===== src/rtl/seg_load_pkg.sv =====
package seg_load_pkg;

  // sequencer states
  typedef enum logic [2:0] {
    ST_IDLE      = 3'd0,
    ST_REAL_BASE = 3'd1,
    ST_CHECK     = 3'd2,
    ST_FETCH     = 3'd3,
    ST_DECODE    = 3'd4,
    ST_SEL       = 3'd5,
    ST_FAULT     = 3'd6
  } st_e;

  // route a fresh request takes
  typedef enum logic [2:0] {
    RT_UD      = 3'd0,
    RT_REAL    = 3'd1,
    RT_SKIP    = 3'd2,
    RT_NULL_GP = 3'd3,
    RT_WALK    = 3'd4
  } route_e;

  typedef enum logic [1:0] {
    FK_NONE = 2'd0,
    FK_UD   = 2'd1,
    FK_GP   = 2'd2
  } fault_kind_e;

  // register field values whose behaviour differs
  localparam int unsigned SREG_CODE  = 1;
  localparam int unsigned SREG_STACK = 2;
  localparam int unsigned SREG_LAST  = 5;

endpackage


===== src/rtl/seg_rst_sync.sv =====
module seg_rst_sync #(
  parameter int unsigned STAGES = 2
) (
  input  logic clk,
  input  logic rst_n_in,
  output logic rst_n_out
);

  logic [STAGES-1:0] sync_q;

  always_ff @(posedge clk or negedge rst_n_in) begin
    if (!rst_n_in) begin
      sync_q <= '0;
    end else begin
      sync_q <= {sync_q[STAGES-2:0], 1'b1};
    end
  end

  assign rst_n_out = sync_q[STAGES-1];

endmodule


===== src/rtl/seg_req_classify.sv =====
module seg_req_classify
  import seg_load_pkg::*;
#(
  parameter int unsigned SEL_W = 16,
  parameter int unsigned REG_W = 3
) (
  input  logic [REG_W-1:0] reg_fld,
  input  logic             real_mode,
  input  logic [SEL_W-1:0] sel,
  output route_e           route
);

  localparam int unsigned RPL_W = 2;

  logic illegal_tgt;
  logic is_null;
  logic is_stack;

  always_comb begin
    illegal_tgt = (reg_fld == REG_W'(SREG_CODE)) || (reg_fld > REG_W'(SREG_LAST));
    is_stack    = (reg_fld == REG_W'(SREG_STACK));
    // null: table index and table bit are zero, requested privilege ignored
    is_null     = ((sel >> RPL_W) == '0);

    if (illegal_tgt) begin
      route = RT_UD;
    end else if (real_mode) begin
      route = RT_REAL;
    end else if (is_null && is_stack) begin
      route = RT_NULL_GP;
    end else if (is_null) begin
      route = RT_SKIP;
    end else begin
      route = RT_WALK;
    end
  end

endmodule


===== src/rtl/seg_load_ctrl.sv =====
module seg_load_ctrl
  import seg_load_pkg::*;
#(
  parameter int unsigned SEL_W  = 16,
  parameter int unsigned REG_W  = 3,
  parameter int unsigned ADDR_W = 32,
  parameter int unsigned DESC_W = 64
) (
  input  logic              clk,
  input  logic              rst_n,
  input  logic              req_valid,
  input  logic [REG_W-1:0]  req_reg,
  input  logic              req_real,
  input  logic [SEL_W-1:0]  req_sel,
  input  route_e            route,
  input  logic              chk_rsp_valid,
  input  logic              chk_fault,
  input  logic [ADDR_W-1:0] chk_addr,
  input  logic              mem_rd_valid,
  input  logic [DESC_W-1:0] mem_rd_data,
  input  logic              dec_fault,
  output st_e               state,
  output logic [REG_W-1:0]  reg_q,
  output logic              real_q,
  output logic [SEL_W-1:0]  sel_q,
  output logic [ADDR_W-1:0] addr_q,
  output logic [DESC_W-1:0] desc_q,
  output fault_kind_e       fk_q,
  output logic [SEL_W-1:0]  fcode_q
);

  st_e         state_d;
  logic        req_ld;
  logic        addr_ld;
  logic        desc_ld;
  logic        flt_ld;
  fault_kind_e fk_d;
  logic [SEL_W-1:0] fcode_d;

  // next-state process
  always_comb begin
    state_d = state;
    req_ld  = 1'b0;
    addr_ld = 1'b0;
    desc_ld = 1'b0;
    flt_ld  = 1'b0;
    fk_d    = FK_NONE;
    fcode_d = '0;
    unique case (state)
      ST_IDLE: begin
        if (req_valid) begin
          req_ld = 1'b1;
          unique case (route)
            RT_UD: begin
              state_d = ST_FAULT;
              flt_ld  = 1'b1;
              fk_d    = FK_UD;
            end
            RT_NULL_GP: begin
              state_d = ST_FAULT;
              flt_ld  = 1'b1;
              fk_d    = FK_GP;
            end
            RT_REAL:  state_d = ST_REAL_BASE;
            RT_SKIP:  state_d = ST_SEL;
            default:  state_d = ST_CHECK;
          endcase
        end
      end
      ST_REAL_BASE: state_d = ST_SEL;
      ST_CHECK: begin
        if (chk_rsp_valid) begin
          if (chk_fault) begin
            state_d = ST_FAULT;
            flt_ld  = 1'b1;
            fk_d    = FK_GP;
            fcode_d = sel_q;
          end else begin
            state_d = ST_FETCH;
            addr_ld = 1'b1;
          end
        end
      end
      ST_FETCH: begin
        if (mem_rd_valid) begin
          state_d = ST_DECODE;
          desc_ld = 1'b1;
        end
      end
      ST_DECODE: begin
        if (dec_fault) begin
          state_d = ST_FAULT;
          flt_ld  = 1'b1;
          fk_d    = FK_GP;
          fcode_d = sel_q;
        end else begin
          state_d = ST_SEL;
        end
      end
      default: state_d = ST_IDLE;
    endcase
  end

  // control register process
  always_ff @(posedge clk or negedge rst_n) begin
    if (!rst_n) begin
      state   <= ST_IDLE;
      fk_q    <= FK_NONE;
      fcode_q <= '0;
    end else begin
      state <= state_d;
      if (flt_ld) begin
        fk_q    <= fk_d;
        fcode_q <= fcode_d;
      end
    end
  end

  // data registers, loaded under explicit enables
  always_ff @(posedge clk) begin
    if (req_ld) begin
      reg_q  <= req_reg;
      real_q <= req_real;
      sel_q  <= req_sel;
    end
    if (addr_ld) begin
      addr_q <= chk_addr;
    end
    if (desc_ld) begin
      desc_q <= mem_rd_data;
    end
  end

  AST_REQ_HELD_WHILE_BUSY: assert property (@(posedge clk) disable iff (!rst_n)
    (state != ST_IDLE && $past(state) != ST_IDLE) |-> ($stable(sel_q) && $stable(reg_q)));

  AST_FETCH_AFTER_GOOD_CHECK: assert property (@(posedge clk) disable iff (!rst_n)
    (state == ST_FETCH && $past(state) != ST_FETCH) |->
      ($past(state) == ST_CHECK && $past(chk_rsp_valid) && !$past(chk_fault)));

  AST_NO_WALK_IN_REAL: assert property (@(posedge clk) disable iff (!rst_n)
    (state != ST_IDLE && real_q) |-> (state != ST_CHECK && state != ST_FETCH));

endmodule


===== src/rtl/seg_load_outputs.sv =====
module seg_load_outputs
  import seg_load_pkg::*;
#(
  parameter int unsigned SEL_W   = 16,
  parameter int unsigned REG_W   = 3,
  parameter int unsigned ADDR_W  = 32,
  parameter int unsigned DESC_W  = 64,
  parameter int unsigned BASE_W  = 32,
  parameter int unsigned LIMIT_W = 32,
  parameter int unsigned ATTR_W  = 8,
  parameter int unsigned SHIFT   = 4
) (
  input  logic               clk,
  input  logic               rst_n,
  input  st_e                state,
  input  logic [REG_W-1:0]   reg_q,
  input  logic               real_q,
  input  logic [SEL_W-1:0]   sel_q,
  input  logic [ADDR_W-1:0]  addr_q,
  input  logic [DESC_W-1:0]  desc_q,
  input  fault_kind_e        fk_q,
  input  logic [SEL_W-1:0]   fcode_q,
  input  logic               dec_fault,
  input  logic [BASE_W-1:0]  dec_base,
  input  logic [LIMIT_W-1:0] dec_limit,
  input  logic [ATTR_W-1:0]  dec_attr,
  output logic               busy,
  output logic               chk_req,
  output logic [SEL_W-1:0]   chk_sel,
  output logic               mem_rd_req,
  output logic [ADDR_W-1:0]  mem_rd_addr,
  output logic [DESC_W-1:0]  dec_desc,
  output logic [REG_W-1:0]   seg_idx,
  output logic               seg_base_we,
  output logic [BASE_W-1:0]  seg_base,
  output logic               seg_limit_we,
  output logic [LIMIT_W-1:0] seg_limit,
  output logic               seg_attr_we,
  output logic [ATTR_W-1:0]  seg_attr,
  output logic               seg_sel_we,
  output logic [SEL_W-1:0]   seg_sel,
  output logic               fault_valid,
  output logic [1:0]         fault_kind,
  output logic [SEL_W-1:0]   fault_code
);

  localparam int unsigned REAL_W = SEL_W + SHIFT;

  logic [BASE_W-1:0] real_base;
  logic              desc_ok;

  // real-mode base: selector scaled by 2**SHIFT, fitted to the base width
  generate
    if (BASE_W >= REAL_W) begin : g_real_wide
      assign real_base = BASE_W'({sel_q, {SHIFT{1'b0}}});
    end else begin : g_real_narrow
      logic [REAL_W-1:0] real_full;
      assign real_full = {sel_q, {SHIFT{1'b0}}};
      assign real_base = real_full[BASE_W-1:0];
    end
  endgenerate

  always_comb begin
    desc_ok      = (state == ST_DECODE) && !dec_fault;
    busy         = (state != ST_IDLE);
    chk_req      = (state == ST_CHECK);
    chk_sel      = sel_q;
    mem_rd_req   = (state == ST_FETCH);
    mem_rd_addr  = addr_q;
    dec_desc     = desc_q;
    seg_idx      = reg_q;
    seg_base_we  = (state == ST_REAL_BASE) || desc_ok;
    seg_base     = (state == ST_REAL_BASE) ? real_base : dec_base;
    seg_limit_we = desc_ok;
    seg_limit    = dec_limit;
    seg_attr_we  = desc_ok;
    seg_attr     = dec_attr;
    seg_sel_we   = (state == ST_SEL);
    seg_sel      = sel_q;
    fault_valid  = (state == ST_FAULT);
    fault_kind   = fault_valid ? fk_q : FK_NONE;
    fault_code   = fault_valid ? fcode_q : '0;
  end

  AST_NO_CODE_SEG_WRITE: assert property (@(posedge clk) disable iff (!rst_n)
    (seg_base_we || seg_sel_we) |-> (seg_idx != REG_W'(SREG_CODE)));

  AST_NO_HIGH_IDX_WRITE: assert property (@(posedge clk) disable iff (!rst_n)
    (seg_base_we || seg_sel_we) |-> (seg_idx <= REG_W'(SREG_LAST)));

  AST_SEL_FOLLOWS_DESC: assert property (@(posedge clk) disable iff (!rst_n)
    seg_limit_we |=> seg_sel_we);

  AST_SINGLE_EVENT: assert property (@(posedge clk) disable iff (!rst_n)
    $onehot0({seg_base_we, seg_sel_we, fault_valid}));

  AST_FAULT_PULSE: assert property (@(posedge clk) disable iff (!rst_n)
    fault_valid |=> !fault_valid);

  AST_REAL_NO_BUS: assert property (@(posedge clk) disable iff (!rst_n)
    (busy && real_q) |-> (!chk_req && !mem_rd_req));

endmodule


===== src/rtl/seg_load_seq.sv =====
module seg_load_seq
  import seg_load_pkg::*;
#(
  parameter int unsigned SEL_W   = 16,
  parameter int unsigned REG_W   = 3,
  parameter int unsigned ADDR_W  = 32,
  parameter int unsigned DESC_W  = 64,
  parameter int unsigned BASE_W  = 32,
  parameter int unsigned LIMIT_W = 32,
  parameter int unsigned ATTR_W  = 8,
  parameter int unsigned SHIFT   = 4,
  parameter int unsigned RST_STG = 2
) (
  input  logic               clk,
  input  logic               rst_n,
  input  logic               req_valid,
  input  logic [REG_W-1:0]   req_reg,
  input  logic               req_real,
  input  logic [SEL_W-1:0]   req_sel,
  output logic               busy,
  output logic               chk_req,
  output logic [SEL_W-1:0]   chk_sel,
  input  logic               chk_rsp_valid,
  input  logic               chk_fault,
  input  logic [ADDR_W-1:0]  chk_addr,
  output logic               mem_rd_req,
  output logic [ADDR_W-1:0]  mem_rd_addr,
  input  logic               mem_rd_valid,
  input  logic [DESC_W-1:0]  mem_rd_data,
  output logic [DESC_W-1:0]  dec_desc,
  input  logic               dec_fault,
  input  logic [BASE_W-1:0]  dec_base,
  input  logic [LIMIT_W-1:0] dec_limit,
  input  logic [ATTR_W-1:0]  dec_attr,
  output logic [REG_W-1:0]   seg_idx,
  output logic               seg_base_we,
  output logic [BASE_W-1:0]  seg_base,
  output logic               seg_limit_we,
  output logic [LIMIT_W-1:0] seg_limit,
  output logic               seg_attr_we,
  output logic [ATTR_W-1:0]  seg_attr,
  output logic               seg_sel_we,
  output logic [SEL_W-1:0]   seg_sel,
  output logic               fault_valid,
  output logic [1:0]         fault_kind,
  output logic [SEL_W-1:0]   fault_code
);

  logic              rst_n_s;
  route_e            route;
  st_e               state;
  logic [REG_W-1:0]  reg_q;
  logic              real_q;
  logic [SEL_W-1:0]  sel_q;
  logic [ADDR_W-1:0] addr_q;
  logic [DESC_W-1:0] desc_q;
  fault_kind_e       fk_q;
  logic [SEL_W-1:0]  fcode_q;

  seg_rst_sync #(.STAGES(RST_STG)) u_rst (
    .clk       (clk),
    .rst_n_in  (rst_n),
    .rst_n_out (rst_n_s)
  );

  seg_req_classify #(.SEL_W(SEL_W), .REG_W(REG_W)) u_cls (
    .reg_fld   (req_reg),
    .real_mode (req_real),
    .sel       (req_sel),
    .route     (route)
  );

  seg_load_ctrl #(
    .SEL_W(SEL_W), .REG_W(REG_W), .ADDR_W(ADDR_W), .DESC_W(DESC_W)
  ) u_ctrl (
    .clk           (clk),
    .rst_n         (rst_n_s),
    .req_valid     (req_valid),
    .req_reg       (req_reg),
    .req_real      (req_real),
    .req_sel       (req_sel),
    .route         (route),
    .chk_rsp_valid (chk_rsp_valid),
    .chk_fault     (chk_fault),
    .chk_addr      (chk_addr),
    .mem_rd_valid  (mem_rd_valid),
    .mem_rd_data   (mem_rd_data),
    .dec_fault     (dec_fault),
    .state         (state),
    .reg_q         (reg_q),
    .real_q        (real_q),
    .sel_q         (sel_q),
    .addr_q        (addr_q),
    .desc_q        (desc_q),
    .fk_q          (fk_q),
    .fcode_q       (fcode_q)
  );

  seg_load_outputs #(
    .SEL_W(SEL_W), .REG_W(REG_W), .ADDR_W(ADDR_W), .DESC_W(DESC_W),
    .BASE_W(BASE_W), .LIMIT_W(LIMIT_W), .ATTR_W(ATTR_W), .SHIFT(SHIFT)
  ) u_out (
    .clk          (clk),
    .rst_n        (rst_n_s),
    .state        (state),
    .reg_q        (reg_q),
    .real_q       (real_q),
    .sel_q        (sel_q),
    .addr_q       (addr_q),
    .desc_q       (desc_q),
    .fk_q         (fk_q),
    .fcode_q      (fcode_q),
    .dec_fault    (dec_fault),
    .dec_base     (dec_base),
    .dec_limit    (dec_limit),
    .dec_attr     (dec_attr),
    .busy         (busy),
    .chk_req      (chk_req),
    .chk_sel      (chk_sel),
    .mem_rd_req   (mem_rd_req),
    .mem_rd_addr  (mem_rd_addr),
    .dec_desc     (dec_desc),
    .seg_idx      (seg_idx),
    .seg_base_we  (seg_base_we),
    .seg_base     (seg_base),
    .seg_limit_we (seg_limit_we),
    .seg_limit    (seg_limit),
    .seg_attr_we  (seg_attr_we),
    .seg_attr     (seg_attr),
    .seg_sel_we   (seg_sel_we),
    .seg_sel      (seg_sel),
    .fault_valid  (fault_valid),
    .fault_kind   (fault_kind),
    .fault_code   (fault_code)
  );

  AST_GP_ONLY_FROM_PROT: assert property (@(posedge clk) disable iff (!rst_n_s)
    (fault_valid && fault_kind == 2'd2) |-> !real_q);

endmodule


===== config.mk =====
export PLATFORM = sky130hd
export DESIGN_NAME = seg_load_seq
export DESIGN_NICKNAME = d
export VERILOG_FILES = /design/src/rtl/seg_load_pkg.sv /design/src/rtl/seg_rst_sync.sv /design/src/rtl/seg_req_classify.sv /design/src/rtl/seg_load_ctrl.sv /design/src/rtl/seg_load_outputs.sv /design/src/rtl/seg_load_seq.sv
export SDC_FILE = /design/constraint.sdc
export NUM_CORES = 1
export LEC_CHECK = 0
export CAP_MARGIN = 20
export CORE_AREA = 2 2 164 166
export DETAILED_ROUTE_END_ITERATION = 6
export DIE_AREA = 0 0 166 168
export DONT_BUFFER_PORTS = 1
export SYNTH_ARGS = -nofsm -noshare
export SYNTH_HDL_FRONTEND = slang
export SYNTH_SLANG_ARGS = --single-unit

===== constraint.sdc =====
create_clock -name clk -period 3.3 [get_ports clk]
set_input_delay 0.33 -clock clk [delete_from_list [all_inputs] [get_ports clk]]
set_output_delay 0.33 -clock clk [all_outputs]
set_load 0.1 [all_outputs]

# Yosys cells after proc, flatten, opt, wreduce, memory -nomap -nowiden
# Index checks and enable logic that the tools add are counted.
# totals
memories,0
latch_bits,0
reg_bits,138
word_cells,71
inputBits,195
romBits,0
ramBits,0
output_inout_bits,229
# op_classes
n_div,0
n_mux,37
n_lt_le_gt_ge,1
n_reduce_logical,11
n_shift,0
multipliers,0
eq_ne,14
bitwise,0
addsub,0
# op_table
op,n
$mux W16,4
$mux W32,1
$pmux W16 S2,1
$mux W3,8
$logic_not A16 Y1,1
$eq A3 B2 Y1 const B,5
$pmux W3 S5,1
$mux W1,12
$mux W2,6
$eq A3 B1 Y1 const B,3
$eq A3 B3 Y1 const B,3
$pmux W3 S3,1
$logic_not A3 Y1,2
$pmux W2 S3,1
$ne A2 B1 Y1 const B,2
$pmux W2 S2,1
$gt A3 B3 Y1 const B,1
$pmux W1 S3,1
$reduce_and A3 Y1,1
$reduce_bool A3 Y1,1
$logic_and A1 B1 Y1,2
$logic_or A1 B1 Y1,2
$ne A2 B2 Y1 const B,1
$reduce_or A2 Y1,1
$logic_not A1 Y1,1

# Longest topological paths before layout
# Gate-level depths: netlist of the first run.
# depth
depth_word,10
mapped_depth,7
mapped_depth_nobuf,4

# By module
# From an unflattened synthesis of the first run, not the netlist that was laid out.
# unflattened
hier_cells,456
area_unflattened_um2,6417.4
# by_module_without_submodules
mod,area_per_inst_um2,instances,seq_area_each_um2,cells_each
seg_load_ctrl,4461.8,1,4008.8,203
seg_load_outputs,1804.2,1,0.0,238
seg_req_classify,97.6,1,0.0,12
seg_rst_sync,53.8,1,50.0,3

# Worst setup path before layout of the first run
# No wires, ideal clock.
# synth_timing
path_type,register -> register
start,reg u_ctrl.state[1]
end,reg u_ctrl.addr_q[0] (enable)
path_buffers,1
t_arrival_ps,3997
period_less_slack_ps,4389
t_required_ps,2908
path_stages_with_launch,5
path_slack_ps,-1089
setup_ps,392
cell_sequence,dfrtp_1 -> buf_2 -> nor3b_1 -> nor2b_1 -> and2_1
# synth_between
elab_chain_len,2
# synth_rtl
item,line,text
start: declaration,seg_load_ctrl.sv:22,"output st_e state,"
start signal: assignment,seg_load_ctrl.sv:111,state <= state_d;
$eq A3 B2 Y1,--,
net chk_req,seg_load_seq.sv:21,"output logic chk_req,"
$mux W1,seg_load_ctrl.sv:49,unique case (state)
net u_ctrl.addr_ld,seg_load_ctrl.sv:34,logic addr_ld;
end signal: assignment,seg_load_ctrl.sv:127,addr_q <= chk_addr;
end: declaration,seg_load_ctrl.sv:26,"output logic [ADDR_W-1:0] addr_q,"
# The timed path passes the listed nets, and every way through them passes these cells.
# A chain may end at the register's enable or synchronous reset.

# Worst setup path after layout of the first run
# layout_timing
start,reg u_ctrl.state[0]
end,out seg_base[16]
# layout_between
elab_chain_len,2
# layout_rtl
item,line,text
$eq A3 B1 Y1,seg_load_outputs.sv:73,seg_base = (state == ST_REAL_BASE) ? real_base : dec_base;
$mux W32,seg_load_outputs.sv:73,
end: declaration,seg_load_seq.sv:37,"output logic [BASE_W-1:0] seg_base,"
# Every way passes these cells.

==> impl_results.md, run 1 <==
* R2R Path Start: u_ctrl.state[0]
* Clock sink count at around 140
* Slew Limit Fails at 0
* Largest net degree at the start of global routing at 65
* Final Cycle Share at 84.15%
* Cell Area, Synth at 5487 µm²
* Placer congestion estimate at 0.7405
* R2R cell count at 5
* RSZ-0062 raised after global routing: false
* CP Data Arrival Time at 2.45 ns
* Clk pwr share at 23.6%
* Crit-path slowest cell: dfrtp_1
* Detailed Place HPWL at 12,550 µm
* WP data required at ~3.0 ns
* Wire per inst at approximately 20 µm
* Drt total wl at 17,040 µm
* Drt via density at approximately 4
* Max Clk Rate at ~360 MHz
* Residual DRC at 0
* Mapped Avg Cell Area at 15.16 µm²
* Area added between synthesis and finish at 48.14%
* Worst-Skew Late Latency at 0.41 ns
* Share of layout cells above drive strength 1 at 28.65%
* Crit path max fanout at 20
* Leak at 0.002997 µW
* Worst-margin pin slew at about 1.1 ns
* Antenna violations before repair at 0
* Sequential power share at 39.4%
* VDD IR-drop max at 0.4637 mV
* Seq cells post-synth at 138
* Root buf cell: clkbuf_16
* Pre-CTS WS at 0.9464 ns
* Endpoints failing hold at 0
* Synth area leaders: edfxtp_1 (63%), dfrtp_1 (10%), buf_4 (8.1%), mux2_2 (3.1%), nand2_1 (2.6%)
* Initial drt markers at approximately 230
* Initial Util at 20.82%
* Hold depth at 1
* Remaining antenna violation count after routing at 0
* Total CTS buffers at 17
* Tmin final at 2.777 ns
* Gr usage total at 11.68%
* Hold Slack at approximately 0.083 ns
* Worst path cell trace: nor3b_4 > buf_4 > mux2_2
* Main flop type after synthesis: edfxtp_1
* Comb pwr share at between 30% and 40%
* Nets at roughly 700
* WHS Endpoint: u_ctrl.state[0]
* Global route total overflow at 0
* CTS tree: built
* Die Y at between 150 and 200 µm
* Final Power at 7479 µW
* First-pass GRT wire length at 24,130 µm
* Top-area cell type share of the netlist area at 62.94%
* Max clock buf depth at 2
* CP peak stage delay at ~0.76 ns
* Power Density at 920.2 nW/µm²
* Cell count after synthesis at between 300 and 400
* Internal power at 3842 µW
* Hold crit path type: in2reg
* Post-CTS Repair Setup Buffers at 0
* Drt pass-1 iters at 4
* WS Path Type: reg2out
* Total core area at between 20,000 and 30,000 µm²
* H-tree levels at 4
* Max Cap Viol at 0
* Worst Slack Setup Final at 0.5231 ns
* R2R setup slack at ~0.9 ns
* Final Skew at ~0.012 ns
* Num rows at 60
* Beginning of the worst hold path: mem_rd_valid
* Syn nets at ~560
* Distinct cells, synth at 40
* Worst-path clk slew at 0.07 ns
* Number of synthesized flops with an enable pin at 115
* Cell taking the most area after synthesis: edfxtp_1
* Switching Share at 48.64%
* Post-layout util at 30.85%
* CP Launch Type: flip-flop
* Buffers on Ports at 0
* Reg2reg end: u_ctrl.state[0]
* Switch Pwr at 3638 µW
* Final setup fails at 0
* Register area share after synthesis at 73.43%
* CP Capture Type: output pin
* I/O pin cnt at between 400 and 500
* Total die area at 27,890 µm²
* Final setup TNS at 0 ns
* Vias in the first global route at 3,716
* Die W at about 170 µm
* Status: complete, no violations
* Slew headroom at between 20% and 30%
* Vias at 3,438
* Synth async-reset ratio at 16.67%
* Ant. Diodes at 0
* Synth warnings at 0
[state kept, by name, indices dropped and copies added, names as in the netlist]
name,cells
u_ctrl.addr_q,32
u_ctrl.desc_q,64
u_ctrl.fcode_q,16
u_ctrl.fk_q,2
u_ctrl.reg_q,3
u_ctrl.sel_q,16
u_ctrl.state,3
u_rst.sync_q,2
[synth_stat cells (all sizes together) (3+ instances only)]
cell and count:
buf 66, nor4 3, o21ai 21, nor3b 5, inv 4, edfxtp 115, nand2 38, nor2b 19
nor2 6, and2 20, mux2 16, dfrtp 23
[power by group through the flow]
stage / clock (µW) / sequential (µW) / combinational [µW]
global placement: 0 / 2960 / 2640
global route: 1900 / 2970 / 2870
CTS: 1840 / 2950 / 2790
floorplan: 0 / 3170 / 2070
finish: 1760 / 2950 / 2770
detailed placement: 0 / 2980 / 2670
[layer usage]
layer,GRT usage [%],routed length (µm),vias to the layer above
li1,-,-,1524
met1,13.17,6670,1690
met2,19.83,8607,201
met3,4.631,1395,23
met4,4.726,361,0
met5,0,0,-
[kinds of logic (layout without fill, tap and decap cells)]
kind of cell / count (synthesis) / in the layout / synth area share (%)
DFF: 138 / 138 / 73.43
and+or+nand+nor: 101 / 101 / 10.15
buffers and inverters: 72 / 230 / 9.122
xor gates and xnor gates: 1 / 1 / 0.1597
muxes: 16 / 16 / 3.284
AOI/OAI and AO/OA: 33 / 33 / 3.785
other: 1 / 1 / 0.06835
[layout make-up]
cell class / count / area [µm²]
fill: 2628 / 18220
sequential: 138 / 4029
timing repair buffer: 194 / 2079
multi-input combinational: 152 / 1035
clock buffer: 18 / 429.2
tap: 341 / 426.7
clock inverter: 14 / 113.9
inverter: 4 / 15.01
[worst max-delay path by stage]
stage	startpoint	to	slack [ns]	cells after the start
finish	u_ctrl.state[0]	seg_base[16]	0.52	3
global route	u_ctrl.state[0]	seg_base[16]	0.42	3
CTS	u_ctrl.state[0]	seg_base[16]	0.52	3
detailed placement	u_ctrl.state[0]	u_ctrl.state[0]	0.95	5
global placement	u_ctrl.state[0]	seg_base[17]	1.04	3
floorplan	u_ctrl.state[0]	seg_sel_we	0.02	2
[through the flow]
| step | instances | area (µm²) |
|---|---|---|
| 2_1_floorplan | 362 | 5498 |
| 3_3_place_gp | 713 | 6424 |
| 3_5_place_dp | 713 | 6424 |
| 4_1_cts | 861 | 8128 |
| 5_1_grt | 861 | 8128 |
| 6_report | 861 | 8128 |
[layout by cell type (no fill, tap or decap), types with 5 or more instances in the layout]
master,n
nand2_1,38
and2_1,20
buf_4,61
o21ai_1,11
nor2_1,5
dfrtp_1,23
mux2_2,15
clkbuf_16,17
o21ai_0,9
buf_16,16
nor2b_2,16
dlygate4sd3_1,116
edfxtp_1,115
[critical path, delay by kind of cell (launching register included)]
family | cells | cell delay [ns]
DFF | 1 | 0.76
and+or+nand+nor | 1 | 0.31
buffers and inverters | 1 | 0.34
muxes | 1 | 0.60
[repair_timing]
action,4_1_cts,5_1_grt
gates resized for setup,0,0
hold buffers,116,0
hold endpoints to repair,117,0
Note: power is estimated with default switching activity, not from simulation.
==> run 2, diff against run 1 <==
==> constraint.sdc (replaced) <==
create_clock -name clk -period 2.8 [get_ports clk]
set_input_delay 0.28 -clock clk [delete_from_list [all_inputs] [get_ports clk]]
set_output_delay 0.28 -clock clk [all_outputs]
set_load 0.1 [all_outputs]
==> impl_results.md, run 2 (same netlist as run 1, synthesis figures left out) <==
* Total CTS buffers at 17 (unchanged)
* Crit path max fanout at 21 (+5.0%)
* Leak at 0.003075 µW (+2.6%)
* Reg2reg end: u_ctrl.fcode_q[1]
* Worst-path clk slew at 0.07 ns (about the same)
* Final Skew at 0.02248 ns (+0.01075 ns)
* Most frequent cells in the layout: dlygate4sd3_1 (117), edfxtp_1 (115), buf_4 (48), nand2_1 (38), dfrtp_1 (23)
* Global route total overflow at 0 (unchanged)
* Largest net degree at the start of global routing at 65 (unchanged)
* WP data required at 2.52 ns (-0.45 ns)
* Slew headroom at 34.99% (+5.8 points)
* Top Registers: u_ctrl.desc_q x64, u_ctrl.addr_q x32
* Biggest register: u_ctrl.desc_q
* Residual DRC at 0 (unchanged)
* Max Clk Rate at roughly 400 MHz
* R2R setup slack at 0.57 ns (-0.33 ns)
* Antenna violations before repair at 1 (+1)
* Hold crit path type: in2reg
* Status: complete, no violations
* Clock sink count at 138 (unchanged)
* Vias in the first global route at 3,644 (-1.9%)
* Hold depth at 2 (+1)
* Wire per inst at 19.30 µm (-2.4%)
* Root buf cell: clkbuf_16
* Die Y at 168 µm (unchanged)
* VDD IR-drop max at 0.4547 mV (-1.9%)
* Final Cycle Share at 89.56%
* Slew Limit Fails at 0 (unchanged)
* Worst Slack Setup Final at 0.2923 ns (-0.2308 ns)
* Num rows at 60 (unchanged)
* Placer congestion estimate at 0.7095 (-4.2%)
* Endpoints failing hold at 0 (unchanged)
* Max Cap Viol at 0 (unchanged)
* Drt pass-1 iters at 4 (unchanged)
* Post-CTS Repair Setup Buffers at 0 (unchanged)
* Remaining antenna violation count after routing at 0 (unchanged)
* I/O pin cnt at 424 (unchanged)
* Die W at 166 µm (unchanged)
* R2R cell count at 5 (unchanged)
* Total die area at 27,890 µm² (unchanged)
* Tmin final at 2.508 ns
* CP Data Arrival Time at 2.23 ns (-0.22 ns)
* Drt total wl at 16,720 µm (-1.9%)
* Area added between synthesis and finish at 53.23%
* Most common cell after layout, fill and taps aside: dlygate4sd3_1
* Beginning of the worst hold path: req_real
* Detailed Place HPWL at 12,270 µm (-2.2%)
* Worst-margin pin slew at 0.9772 ns (-0.08741 ns)
* Final setup fails at 0 (unchanged)
* Vias at 3,456 (+0.52%)
* R2R Path Start: u_ctrl.state[1]
* First-pass GRT wire length at 23,530 µm (-2.5%)
* Max clock buf depth at 2 (unchanged)
* Nets at 706 (+0.57%)
* Initial drt markers at 203 (-13%)
* WHS Endpoint: u_ctrl.state[0]
* Total core area at 26,350 µm² (unchanged)
* Pre-CTS WS at 0.5872 ns (-0.3591 ns)
* CP Capture Type: output pin
* Drt via density at 3.991 (about the same)
* Post-layout util at 31.90% (+1.1 points)
* H-tree levels at 4 (unchanged)
* CP Launch Type: flip-flop
* Initial Util at 20.82% (unchanged)
* Worst-Skew Late Latency at 0.42 ns (about the same)
* RSZ-0062 raised after global routing: false
* CTS tree: built
* Buffers on Ports at 0 (unchanged)
* Max reg flops at 64 (unchanged)
* Power Density at 1077 nW/µm² (+17%)
* Share of layout cells above drive strength 1 at 29.58% (+0.93 points)
* WS Path Type: reg2out
* Gr usage total at 11.42% (-0.26 points)
[run 2: cell count changes in the layout (fill, tap and decap cells not counted), moves of 2 or more]
cell / delta
buf_12: +19
buf_16: -3
buf_4: -13
clkinv_2: -2
clkinv_4: -4
clkinv_8: +5
inv_8: +2
[run 2: where the power goes]
| part | leakage (µW) | total (µW) | switching, µW | internal, µW |
|---|---|---|---|---|
| clock | 0.000287 | 2240 | 1030 | 1210 |
| combinational | 0.00145 | 3360 | 2480 | 878 |
| sequential | 0.00134 | 3460 | 894 | 2560 |
[run 2: through the flow]
| step | setup TNS, ns | hold WS (ns) | total power, µW | instances | cell area, µm² |
|---|---|---|---|---|---|
| 6_report | 0 | 0.1008 | 9051 | 866 | 8407 |
| 5_1_grt | 0 | 0.08863 | 9391 | 866 | 8407 |
| 4_1_cts | 0 | 0.08631 | 9161 | 865 | 8404 |
| 3_5_place_dp | 0 | -0.01545 | 6741 | 716 | 6631 |
| 3_3_place_gp | 0 | -0.01547 | 6693 | 716 | 6631 |
| 2_1_floorplan | -0.7473 | -0.01559 | 6181 | 362 | 5508 |
[run 2: how the worst max path moves through the flow]
stage / startpoint / endpoint / slack (ns)
finish: u_ctrl.state[1] / seg_base[17] / 0.29
detailed placement: u_ctrl.state[1] / u_ctrl.fcode_q[1] / 0.59
floorplan: u_ctrl.state[1] / u_ctrl.desc_q[0] / -0.01
global placement: u_ctrl.state[1] / u_ctrl.fcode_q[0] / 0.72
global route: u_ctrl.state[2] / fault_kind[0] / 0.16
CTS: u_ctrl.state[1] / seg_base[19] / 0.27
[run 2: timing repair]
item                       CTS  global route
resized for setup            0             0
setup endpoints to repair    0             0
hold buffers               117             0
hold endpoints to repair   118             0
[run 2: area by class of cell]
class,instances,area (µm²)
Fill cell,2590,17940
Sequential cell,138,4029
Timing Repair Buffer,198,2290
Multi-Input combinational cell,152,1042
Tap cell,341,426.7
Clock buffer,17,425.4
Clock inverter,15,176.4
Inverter,4,15.01
Antenna cell,1,2.502
[run 2: critical path: stages (launching register included)]
cell	delay, ns
dfrtp_1	0.59
nor3b_4	0.28
buf_4	0.34
mux2_2	0.60
[run 2: per-layer routing]
metal	track usage, %	share of wire, %
met5	0	0
met4	5.293	2.7
met3	3.738	6.9
met2	19.57	51
met1	12.95	39
